File: config.mk
export PLATFORM = sky130hd
export DESIGN_NAME = sdadc_cfg_seq
export DESIGN_NICKNAME = d
export VERILOG_FILES = /design/src/rtl/sdadc_seq_pkg.sv /design/src/rtl/sdadc_field_edit.sv /design/src/rtl/sdadc_sample_map.sv /design/src/rtl/sdadc_poll_timer.sv /design/src/rtl/sdadc_cfg_seq.sv
export SDC_FILE = /design/constraint.sdc
export NUM_CORES = 1
export LEC_CHECK = 0
export ABC_CLOCK_PERIOD_IN_PS = 4600
export BUFFER_PORTS_ARGS = -buffer_cell sky130_fd_sc_hd__buf_2
export CORE_ASPECT_RATIO = 1.2
export CORE_MARGIN = 2
export CORE_UTILIZATION = 53
export DETAILED_ROUTE_END_ITERATION = 8
export GPL_TIMING_DRIVEN = 0
export MAX_ROUTING_LAYER = met4
export PLACE_DENSITY = 0.85
export SLEW_MARGIN = 10
export SYNTH_ARGS = -nofsm -noshare
export SYNTH_HDL_FRONTEND = slang
export SYNTH_SLANG_ARGS = --single-unit
File: constraint.sdc
create_clock -name clk -period 4.6 [get_ports clk]
set_clock_uncertainty 0.15 [all_clocks]
set_input_delay 0.46 -clock clk [delete_from_list [all_inputs] [get_ports clk]]
set_output_delay 0.46 -clock clk [all_outputs]
set_load 0.01 [all_outputs]
File: src/rtl/sdadc_seq_pkg.sv
package sdadc_seq_pkg;
  localparam int SEL_W  = 5;
  localparam int SLOT_W = 2;
  localparam int ADDR_W = 8;
  localparam int RAW_W  = 24;
  localparam int SMP_W  = 32;
  localparam int REG_W  = 16;

  localparam logic [ADDR_W-1:0] A_STATUS = 8'h00;
  localparam logic [ADDR_W-1:0] A_IFACE  = 8'h02;
  localparam logic [ADDR_W-1:0] A_RESULT = 8'h04;
  localparam logic [ADDR_W-1:0] A_IDENT  = 8'h07;
  localparam logic [ADDR_W-1:0] A_CHAN   = 8'h10;
  localparam logic [ADDR_W-1:0] A_SETUP  = 8'h20;
  localparam logic [ADDR_W-1:0] A_FILT   = 8'h28;

  typedef enum logic [3:0] {
    S_IDLE, S_RST, S_ID, S_IFR, S_IFW, S_WAIT, S_STAT, S_DATA,
    S_SUR, S_SUW, S_FLR, S_FLW, S_CHR, S_CHW
  } seq_state_e;

  typedef enum logic [1:0] {ED_IFACE, ED_SETUP, ED_FILT, ED_CHAN} edit_kind_e;
endpackage

File: src/rtl/sdadc_field_edit.sv
module sdadc_field_edit
  import sdadc_seq_pkg::*;
(
  input  edit_kind_e        kind,
  input  logic [REG_W-1:0]  rd_val,
  input  logic [SLOT_W-1:0] slot,
  input  logic [SEL_W-1:0]  pos_sel,
  input  logic [SEL_W-1:0]  neg_sel,
  output logic [REG_W-1:0]  wr_val
);
  always_comb begin
    wr_val = rd_val;
    case (kind)
      ED_IFACE: wr_val[3:2] = 2'b10;
      ED_SETUP: begin
        wr_val[12]   = 1'b0;
        wr_val[11:8] = 4'hF;
        wr_val[5:4]  = 2'b00;
      end
      ED_FILT: begin
        wr_val[11]   = 1'b1;
        wr_val[10:8] = 3'b110;
        wr_val[6:5]  = 2'b00;
      end
      default: begin
        wr_val[15]    = 1'b1;
        wr_val[13:12] = slot;
        wr_val[9:8]   = pos_sel[4:3];
        wr_val[7:5]   = pos_sel[2:0];
        wr_val[4:0]   = neg_sel;
      end
    endcase
  end
endmodule

File: src/rtl/sdadc_sample_map.sv
module sdadc_sample_map #(
  parameter int IN_W  = 24,
  parameter int OUT_W = 32
) (
  input  logic [IN_W-1:0]  raw,
  output logic [OUT_W-1:0] mapped
);
  localparam int PAD_W = OUT_W - IN_W;
  always_comb begin
    if (raw[IN_W-1]) mapped = {1'b1, {PAD_W{1'b0}}, raw[IN_W-2:0]};
    else             mapped = {{PAD_W{1'b0}}, raw};
  end
endmodule

File: src/rtl/sdadc_poll_timer.sv
module sdadc_poll_timer #(
  parameter int GAP = 16
) (
  input  logic clk,
  input  logic rst_n,
  input  logic load,
  input  logic run,
  output logic expired
);
  localparam int CNT_W = $clog2(GAP + 1);
  logic [CNT_W-1:0] cnt_q, cnt_d;
  logic             cnt_en;

  always_comb begin
    cnt_en = load | (run & (cnt_q != '0));
    cnt_d  = load ? CNT_W'(GAP) : cnt_q - 1'b1;
  end

  always_ff @(posedge clk or negedge rst_n) begin
    if (!rst_n)      cnt_q <= '0;
    else if (cnt_en) cnt_q <= cnt_d;
  end

  assign expired = (cnt_q == '0);
endmodule

File: src/rtl/sdadc_cfg_seq.sv
module sdadc_cfg_seq
  import sdadc_seq_pkg::*;
#(
  parameter int POLL_GAP = 16
) (
  input  logic               clk,
  input  logic               rst_n,
  input  logic               start,
  input  logic               cfg_valid,
  output logic               cfg_ready,
  input  logic [SLOT_W-1:0]  cfg_slot,
  input  logic [SEL_W-1:0]   cfg_pos,
  input  logic [SEL_W-1:0]   cfg_neg,
  output logic               req_valid,
  output logic               req_reset,
  output logic               req_write,
  output logic [ADDR_W-1:0]  req_addr,
  output logic [1:0]         req_len,
  output logic [RAW_W-1:0]   req_wdata,
  output logic               req_crc_on,
  input  logic               rsp_valid,
  input  logic [RAW_W-1:0]   rsp_rdata,
  input  logic               rsp_chk_err,
  output logic               boot_done,
  output logic               id_warn,
  output logic               chk_err,
  output logic               smp_valid,
  output logic [SLOT_W-1:0]  smp_chan,
  output logic [SMP_W-1:0]   smp_data
);
  logic rs0_q, rs1_q, rst_i_n;
  always_ff @(posedge clk or negedge rst_n) begin
    if (!rst_n) begin rs0_q <= 1'b0; rs1_q <= 1'b0; end
    else        begin rs0_q <= 1'b1; rs1_q <= rs0_q; end
  end
  assign rst_i_n = rs1_q;

  seq_state_e        st_q, st_d;
  logic [REG_W-1:0]  rd_q;
  logic [SLOT_W-1:0] slot_q, chan_q;
  logic [SEL_W-1:0]  pos_q, neg_q;
  logic crc_q, boot_q, warn_q, err_q, smp_v_q;
  logic [SMP_W-1:0]  smp_q;
  logic rsp_ok, rsp_bad, tmr_load, tmr_exp, take_cfg, is_read_rmw;
  edit_kind_e        kind;
  logic [REG_W-1:0]  edit_val;
  logic [SMP_W-1:0]  mapped;

  assign rsp_ok   = rsp_valid & ~rsp_chk_err;
  assign rsp_bad  = rsp_valid &  rsp_chk_err;
  assign take_cfg = (st_q == S_WAIT) & cfg_valid;
  assign is_read_rmw = (st_q == S_IFR) | (st_q == S_SUR) | (st_q == S_FLR) | (st_q == S_CHR);

  always_comb begin
    st_d = st_q;
    case (st_q)
      S_IDLE: if (start) st_d = S_RST;
      S_RST:  if (rsp_ok) st_d = S_ID;
      S_ID:   if (rsp_ok) st_d = S_IFR;
      S_IFR:  if (rsp_ok) st_d = S_IFW;
      S_IFW:  if (rsp_ok) st_d = S_WAIT;
      S_WAIT: if (cfg_valid) st_d = S_SUR;
              else if (tmr_exp) st_d = S_STAT;
      S_STAT: if (rsp_ok) st_d = rsp_rdata[7] ? S_WAIT : S_DATA;
      S_DATA: if (rsp_ok) st_d = S_WAIT;
      S_SUR:  if (rsp_ok) st_d = S_SUW;
      S_SUW:  if (rsp_ok) st_d = S_FLR;
      S_FLR:  if (rsp_ok) st_d = S_FLW;
      S_FLW:  if (rsp_ok) st_d = S_CHR;
      S_CHR:  if (rsp_ok) st_d = S_CHW;
      S_CHW:  if (rsp_ok) st_d = S_WAIT;
      default: st_d = S_IDLE;
    endcase
    if (rsp_bad && st_q != S_IDLE && st_q != S_WAIT) st_d = boot_q ? S_WAIT : S_IDLE;
    tmr_load = (st_d == S_WAIT) && (st_q != S_WAIT);
  end

  always_comb begin
    req_valid = (st_q != S_IDLE) && (st_q != S_WAIT);
    req_reset = (st_q == S_RST);
    req_write = (st_q == S_IFW) | (st_q == S_SUW) | (st_q == S_FLW) | (st_q == S_CHW);
    req_crc_on = crc_q | (st_q == S_IFW);
    req_len  = 2'd2;
    req_addr = A_STATUS;
    kind     = ED_CHAN;
    case (st_q)
      S_RST:         req_len = 2'd0;
      S_ID:          req_addr = A_IDENT;
      S_IFR, S_IFW: begin req_addr = A_IFACE; kind = ED_IFACE; end
      S_STAT:        req_len = 2'd1;
      S_DATA: begin  req_addr = A_RESULT; req_len = 2'd3; end
      S_SUR, S_SUW: begin req_addr = A_SETUP | ADDR_W'(slot_q); kind = ED_SETUP; end
      S_FLR, S_FLW: begin req_addr = A_FILT | ADDR_W'(slot_q); kind = ED_FILT; end
      S_CHR, S_CHW:  req_addr = A_CHAN | ADDR_W'(slot_q);
      default: ;
    endcase
    req_wdata = {{(RAW_W-REG_W){1'b0}}, edit_val};
  end

  sdadc_field_edit edit_i (
    .kind(kind), .rd_val(rd_q), .slot(slot_q),
    .pos_sel(pos_q), .neg_sel(neg_q), .wr_val(edit_val)
  );

  sdadc_sample_map #(.IN_W(RAW_W), .OUT_W(SMP_W)) map_i (
    .raw(rsp_rdata), .mapped(mapped)
  );

  sdadc_poll_timer #(.GAP(POLL_GAP)) tmr_i (
    .clk(clk), .rst_n(rst_i_n), .load(tmr_load),
    .run(st_q == S_WAIT), .expired(tmr_exp)
  );

  always_ff @(posedge clk or negedge rst_i_n) begin
    if (!rst_i_n) begin
      st_q <= S_IDLE;
      crc_q <= 1'b0; boot_q <= 1'b0; warn_q <= 1'b0;
      err_q <= 1'b0; smp_v_q <= 1'b0;
    end else begin
      st_q    <= st_d;
      err_q   <= rsp_bad && (st_q != S_IDLE) && (st_q != S_WAIT);
      smp_v_q <= rsp_ok && (st_q == S_DATA);
      if (st_q == S_IDLE && start) begin
        crc_q <= 1'b0; boot_q <= 1'b0; warn_q <= 1'b0;
      end
      if (rsp_ok && st_q == S_ID) warn_q <= (rsp_rdata[15:4] != 12'h00D);
      if (rsp_ok && st_q == S_IFW) begin crc_q <= 1'b1; boot_q <= 1'b1; end
    end
  end

  always_ff @(posedge clk) begin
    if (rsp_ok && is_read_rmw) rd_q <= rsp_rdata[REG_W-1:0];
    if (take_cfg) begin slot_q <= cfg_slot; pos_q <= cfg_pos; neg_q <= cfg_neg; end
    if (rsp_ok && st_q == S_STAT) chan_q <= rsp_rdata[SLOT_W-1:0];
    if (rsp_ok && st_q == S_DATA) smp_q <= mapped;
  end

  assign cfg_ready = (st_q == S_WAIT);
  assign boot_done = boot_q;
  assign id_warn   = warn_q;
  assign chk_err   = err_q;
  assign smp_valid = smp_v_q;
  assign smp_chan  = chan_q;
  assign smp_data  = smp_q;
endmodule

## Word-level counts from Yosys, hierarchy flattened

Cells that the tools add are included.

| cells by class | value |
|---|---|
| $add $sub $neg | 1 |
| multipliers | 0 |
| divide/modulo/power cells | 0 |
| magnitude comparators | 0 |
| equality and inequality tests | 18 |
| shifts and indexed selects | 0 |
| muxes and demuxes | 36 |
| bitwise gates (word level) | 13 |
| reduce and logical (&&, ||, !) cells | 26 |

Operators by type and width:

| operator | count |
|---|---|
| $mux W4 | 14 |
| $pmux W4 S12 | 1 |
| $pmux W6 S6 | 1 |
| $mux W32 | 1 |
| $eq A4 B4 Y1 const B | 6 |
| $eq A4 B3 Y1 const B | 5 |
| $pmux W2 S3 | 3 |
| $reduce_or A2 Y1 | 7 |
| $ne A12 B4 Y1 const B | 1 |
| $logic_and A1 B1 Y1 | 10 |
| $eq A4 B2 Y1 const B | 2 |
| $or A1 B1 Y1 | 8 |
| $pmux W1 S2 | 4 |
| $mux W1 | 6 |
| $mux W2 | 3 |
| $reduce_or A3 Y1 | 2 |
| $logic_not A5 Y1 | 1 |
| $mux W5 | 1 |
| $reduce_bool A5 Y1 | 1 |
| $sub A5 B1 Y5 const B | 1 |
| $and A1 B1 Y1 | 4 |
| $eq A4 B1 Y1 const B | 1 |
| $logic_not A4 Y1 | 1 |
| $ne A4 B3 Y1 const B | 1 |
| 8 further kinds | 9 |

| word-level totals | value |
|---|---|
| register bits after elaboration | 77 |
| bits in latches | 0 |
| RAM bits | 0 |
| bits in read-only memories | 0 |
| bits of input ports | 42 |
| output and inout port bits | 77 |
| word-level logic and storage cells | 108 |
| memories kept | 0 |

## Logic depth before layout (Yosys ltp)

| depth | value |
|---|---|
| depth in word-level cells | 8 |
| depth in mapped cells | 8 |
| mapped depth without buffers | 7 |

## Cells and area by module

From an unflattened synthesis, not the netlist that was laid out.

| second synthesis, totals | value |
|---|---|
| cell total of the unflattened synthesis | 289 |
| area, all modules | 3593.4 µm² |

By module, submodules not included:

| module | times used | cells each | area each (µm²) | seq. area each (µm²) |
|---|---|---|---|---|
| sdadc_cfg_seq | 1 | 192 | 2826.5 | 2112.0 |
| sdadc_field_edit | 1 | 39 | 270.3 | 0.0 |
| sdadc_poll_timer | 1 | 25 | 252.7 | 125.1 |
| sdadc_sample_map | 1 | 33 | 244.0 | 0.0 |

## Worst setup path before layout

Ideal clock, no wire load.

| timing | value |
|---|---|
| kind | reg-to-reg |
| start | register st_q[0] |
| end | register smp_q[0] (netlist: smp_data[0]), enable pin |
| library setup time | 0.406 ns |
| arrival | 2.081 ns |
| data required time | 4.044 ns |
| slack | 1.963 ns |
| stages on the path, launching flop included | 5 |
| buffers on the path | 2 |
| period minus slack after synthesis | 2.637 ns |
| cells stage by stage | dfrtp_1 buf_2 buf_1 nand2_1 nor2_1 |

| on the way | value |
|---|---|
| word-level cells in the longest chain between the ends | 2 |

Ends and longest elaborated chain:

| element | line | RTL |
|---|---|---|
| start, declared | sdadc_cfg_seq.sv:38 | `seq_state_e st_q, st_d;` |
| start signal, assigned | sdadc_cfg_seq.sv:120 | `st_q <= st_d;` |
| $eq A4 B3 Y1 | sdadc_cfg_seq.sv:135 | `if (rsp_ok && st_q == S_DATA) smp_q <= mapped;` |
| $logic_and A1 B1 Y1 | sdadc_cfg_seq.sv:135 |  |
| end signal, assigned | sdadc_cfg_seq.sv:135 |  |
| end, declared | sdadc_cfg_seq.sv:43 | `logic [SMP_W-1:0] smp_q;` |

No other way between the ends.
A chain may end at the register's enable or synchronous reset.

## Worst setup path after layout

| timing | value |
|---|---|
| start | register st_q[3] |
| end | output req_wdata[0] |

| on the way | value |
|---|---|
| word-level cells in the longest chain between the ends | 6 |
| elaborated cells between the ends (all ways) | 15 |
| those cells by class | 8 x eq/ne; 2 x mux; 5 x reduce/logical |

Ends and longest elaborated chain:

| element | line | RTL |
|---|---|---|
| $eq A4 B4 Y1 (tied with other cells) | sdadc_cfg_seq.sv:86 | `case (st_q)` |
| $reduce_or A2 Y1 | sdadc_cfg_seq.sv:86 |  |
| $pmux W2 S3 * | sdadc_cfg_seq.sv:86 |  |
| $eq A2 B1 Y1 (tied with other cells) | sdadc_field_edit.sv:13 | `case (kind)` |
| $reduce_or A3 Y1 (no source line) * | -- |  |
| $mux W2 * | sdadc_field_edit.sv:13 |  |
| end, declared | sdadc_cfg_seq.sv:19 | `output logic [RAW_W-1:0] req_wdata,` |

Mark *: on every way between the ends. The rest lies on a longest branch, timed or not.

==> metrics.txt <==
outcome finished clean; worst vdd ir around 0.00033 V; CP Capture Point req_wdata[0]; M1 WL between 2 and 3 mm; CTS sink cnt 69; Max Root-Sink Buffers 2; die height 89.0 um; maximum clock rate approximately 0.35 GHz; Slew @ Worst Pin between 0.8 and 0.9 ns; pre-CTS setup slack between 1.5 and 2 ns; Final ANT Viol Nets 0; Reg clk slew, reported paths around 0.08 ns; IO Pins around 120; Cell Area, Synth between 0.003 and 0.004 mm^2; total grt overflow 0; dominant synthesized flop cell edfxtp_1; all-layer global routing usage 24.6%; total negative slack 0 ns; NumNets Final ~440; number of enable flip-flop cells after synthesis 54; Post-DP HPWL 5.77 mm; Final setup violation count 0; fin. max-slew vios 0; first-pass GRT wire length between 10 and 15 mm; antenna cell count 0; cells after synthesis about 260; Hold/Removal Path Class reg2async; Area after DPL between 0.003 and 0.004 mm^2; post-synthesis sequential area ratio 62.5%; final hold vios 0; Critical Path Start st_q[3]; post-synth top area share approximately 51%; Area contributors post-synth edfxtp_1 51%, dfrtp_1 12%, buf_4 4.9%, nand2_1 2.8%, a21oi_1 2.7%; Leak 1.77 nW; crit-path max FO 10; # H-tree levels 3; Pwr Density 571 mW/mm^2; fraction of layout cells with a size suffix above 1 roughly two fifths; CTS root buffer clkbuf_8; r2r worst-path depth 6; Synth area leader edfxtp_1; Crit. End Element output pin; Mapped Avg Cell Area between 10 and 15 um^2; DR WL met3 648 um; DR iter-0 viols roughly 190; number of global-route vias before repair 2400; CP Data Arrival Time 2.24 ns; Vias/cell between 5 and 6; IO Port Bufs 100; Worst-Skew Late Latency between 0.3 and 0.4 ns; total core area between 0.005 and 0.006 mm^2; Inserted Clock Buffers 9; WHS 0.0676 ns; initial antenna violation count 0; Detail Route met2 WL ~4 mm; CTS resizes 0; Initial Util between 50% and 60%; worst reg2reg startpoint st_q[3]; Final Wtd Congestion approximately 0.96; RR Endpoint rd_q[4]; Seq cells post-synth 69; Critical Path RT approximately 4 ns; Via Count 2507; design area 0.00407 mm^2; DR WL/cell approximately 16 um; Final Routed Wirelength between 7 and 8 mm; drt drc 0; async set-or-reset flop fraction in the synthesized netlist 21.7%; Synth-to-Final Area Change 27.5%; total chip power 2.32 mW; DRT Pass-1 Iters 4; Crit Path Class reg2out; Rel. slew slack about 44%; synth warn 0; top sig layer met4; Site Rows 30; die span in x around 75 um; Die Area roughly 0.0067 mm^2; Worst Setup Start Kind flip-flop; Final min period 2.85 ns; Setup WS post-layout around 1.8 ns; CTS tree yes; largest net degree at the start of global routing 17; final worst path period share between 60% and 70%; flop2flop setup slack ~1.9 ns; count of different cell masters after synthesis 53; Max-Cap Viols 0; unrepaired setup endpoints after global routing false
## worst max-delay path, cell delays in order (launching register included)
cell	delay, ns
dfrtp_1	0.44
clkbuf_1	0.40
a21oi_1	0.12
o21ai_2	0.40
mux2_2	0.39
buf_2	0.14
## Yosys cell counts, drive strengths merged (3+ instances only)
| library cell | count |
|---|---|
| nor2b | 4 |
| dfrtp | 15 |
| and2 | 3 |
| inv | 14 |
| o22ai | 4 |
| and3 | 3 |
| mux2 | 4 |
| xnor2 | 4 |
| a21oi | 17 |
| a22oi | 4 |
| nand2b | 3 |
| edfxtp | 54 |
| clkbuf | 3 |
| nor3 | 6 |
| nand2 | 25 |
| nand3 | 6 |
| buf | 26 |
| or2 | 3 |
| o21ai | 9 |
| a211oi | 3 |
| nor2 | 16 |
## flip-flops by register name, summed over array words and instances (netlist names)
name         flops
smp_data        24
rd_q            16
neg_q            5
pos_q            5
tmr_i.cnt_q      5
st_q             4
slot_q           2
smp_chan         2
boot_done        1
chk_err          1
id_warn          1
rs0_q            1
rs1_q            1
smp_valid        1
## stage by stage
step / utilization [%] / cells
detailed placement: 67.5 / 459
global route: 70.9 / 476
floorplan: - / 278
global placement: 67.2 / 458
CTS: 70.9 / 476
finish: 70.9 / 476
## what timing repair did
action	in CTS	in global routing
endpoints found under the hold margin	2	0
buffers inserted	0	0
hold buffers	1	0
endpoints found under the setup margin	0	0
## metal layers
metal | global-route usage, % | vias up
li1 | - | 1175
met1 | 28.0 | 1178
met2 | 42.2 | 141
met3 | 4.96 | 13
met4 | 9.58 | 0
met5 | - | -
## cell usage in the layout, fill, tap and decap left out, types with 4 or more instances in the layout
cell type	netlist	routed
buf_2	3	103
edfxtp_1	54	54
nand2_1	24	24
buf_4	21	21
conb_1	2	19
a21oi_1	17	17
dfrtp_1	15	15
nor2_1	16	14
inv_1	11	11
clkbuf_8	0	10
o21ai_0	8	8
nor3_1	6	6
nand3_1	6	6
a22oi_1	4	4
nor2b_1	4	4
mux2_2	4	4
xnor2_1	4	4
o22ai_1	4	4
## worst min path at each step
stage,slack [ns],depth (start not counted),start,end
after CTS,0.09,0,rs1_q,tmr_i.cnt_q[1]
after global routing,0.13,1,cfg_slot[1],slot_q[1]
final,0.07,0,rs1_q,smp_valid
after floorplan,0.01,0,rs1_q,boot_done
after detailed placement,0.09,0,rs1_q,smp_valid
after global placement,0.07,0,rs1_q,tmr_i.cnt_q[1]
## report_power, final
part / switching [mW] / leakage [nW] / total (mW) / internal (mW)
clock network: 0.239 / 0.0853 / 0.451 / 0.213
registers: 0.0567 / 0.677 / 0.809 / 0.752
logic: 0.647 / 1.00 / 1.06 / 0.417
## area by class of cell
class / count / area, um^2
well taps: 80 / 100
flip-flops and latches: 69 / 2000
repair buffers: 102 / 526
clock buffers: 10 / 138
fillers: 424 / 1670
inverters: 14 / 52.6
clock inverters: 6 / 45.0
plain buffers: 29 / 191
multi-input cells: 166 / 1020
## cells by family after synthesis
kind of cell,share of synthesized area (%)
and+or+nand+nor,12.7
DFF,62.5
AOI/OAI and AO/OA,12.7
buffers and inverters,7.64
xor gates and xnor gates,1.65
muxes,1.72
adders and majority gates,0.784
other,0.235
Note: power is estimated with default switching activity, not from simulation.
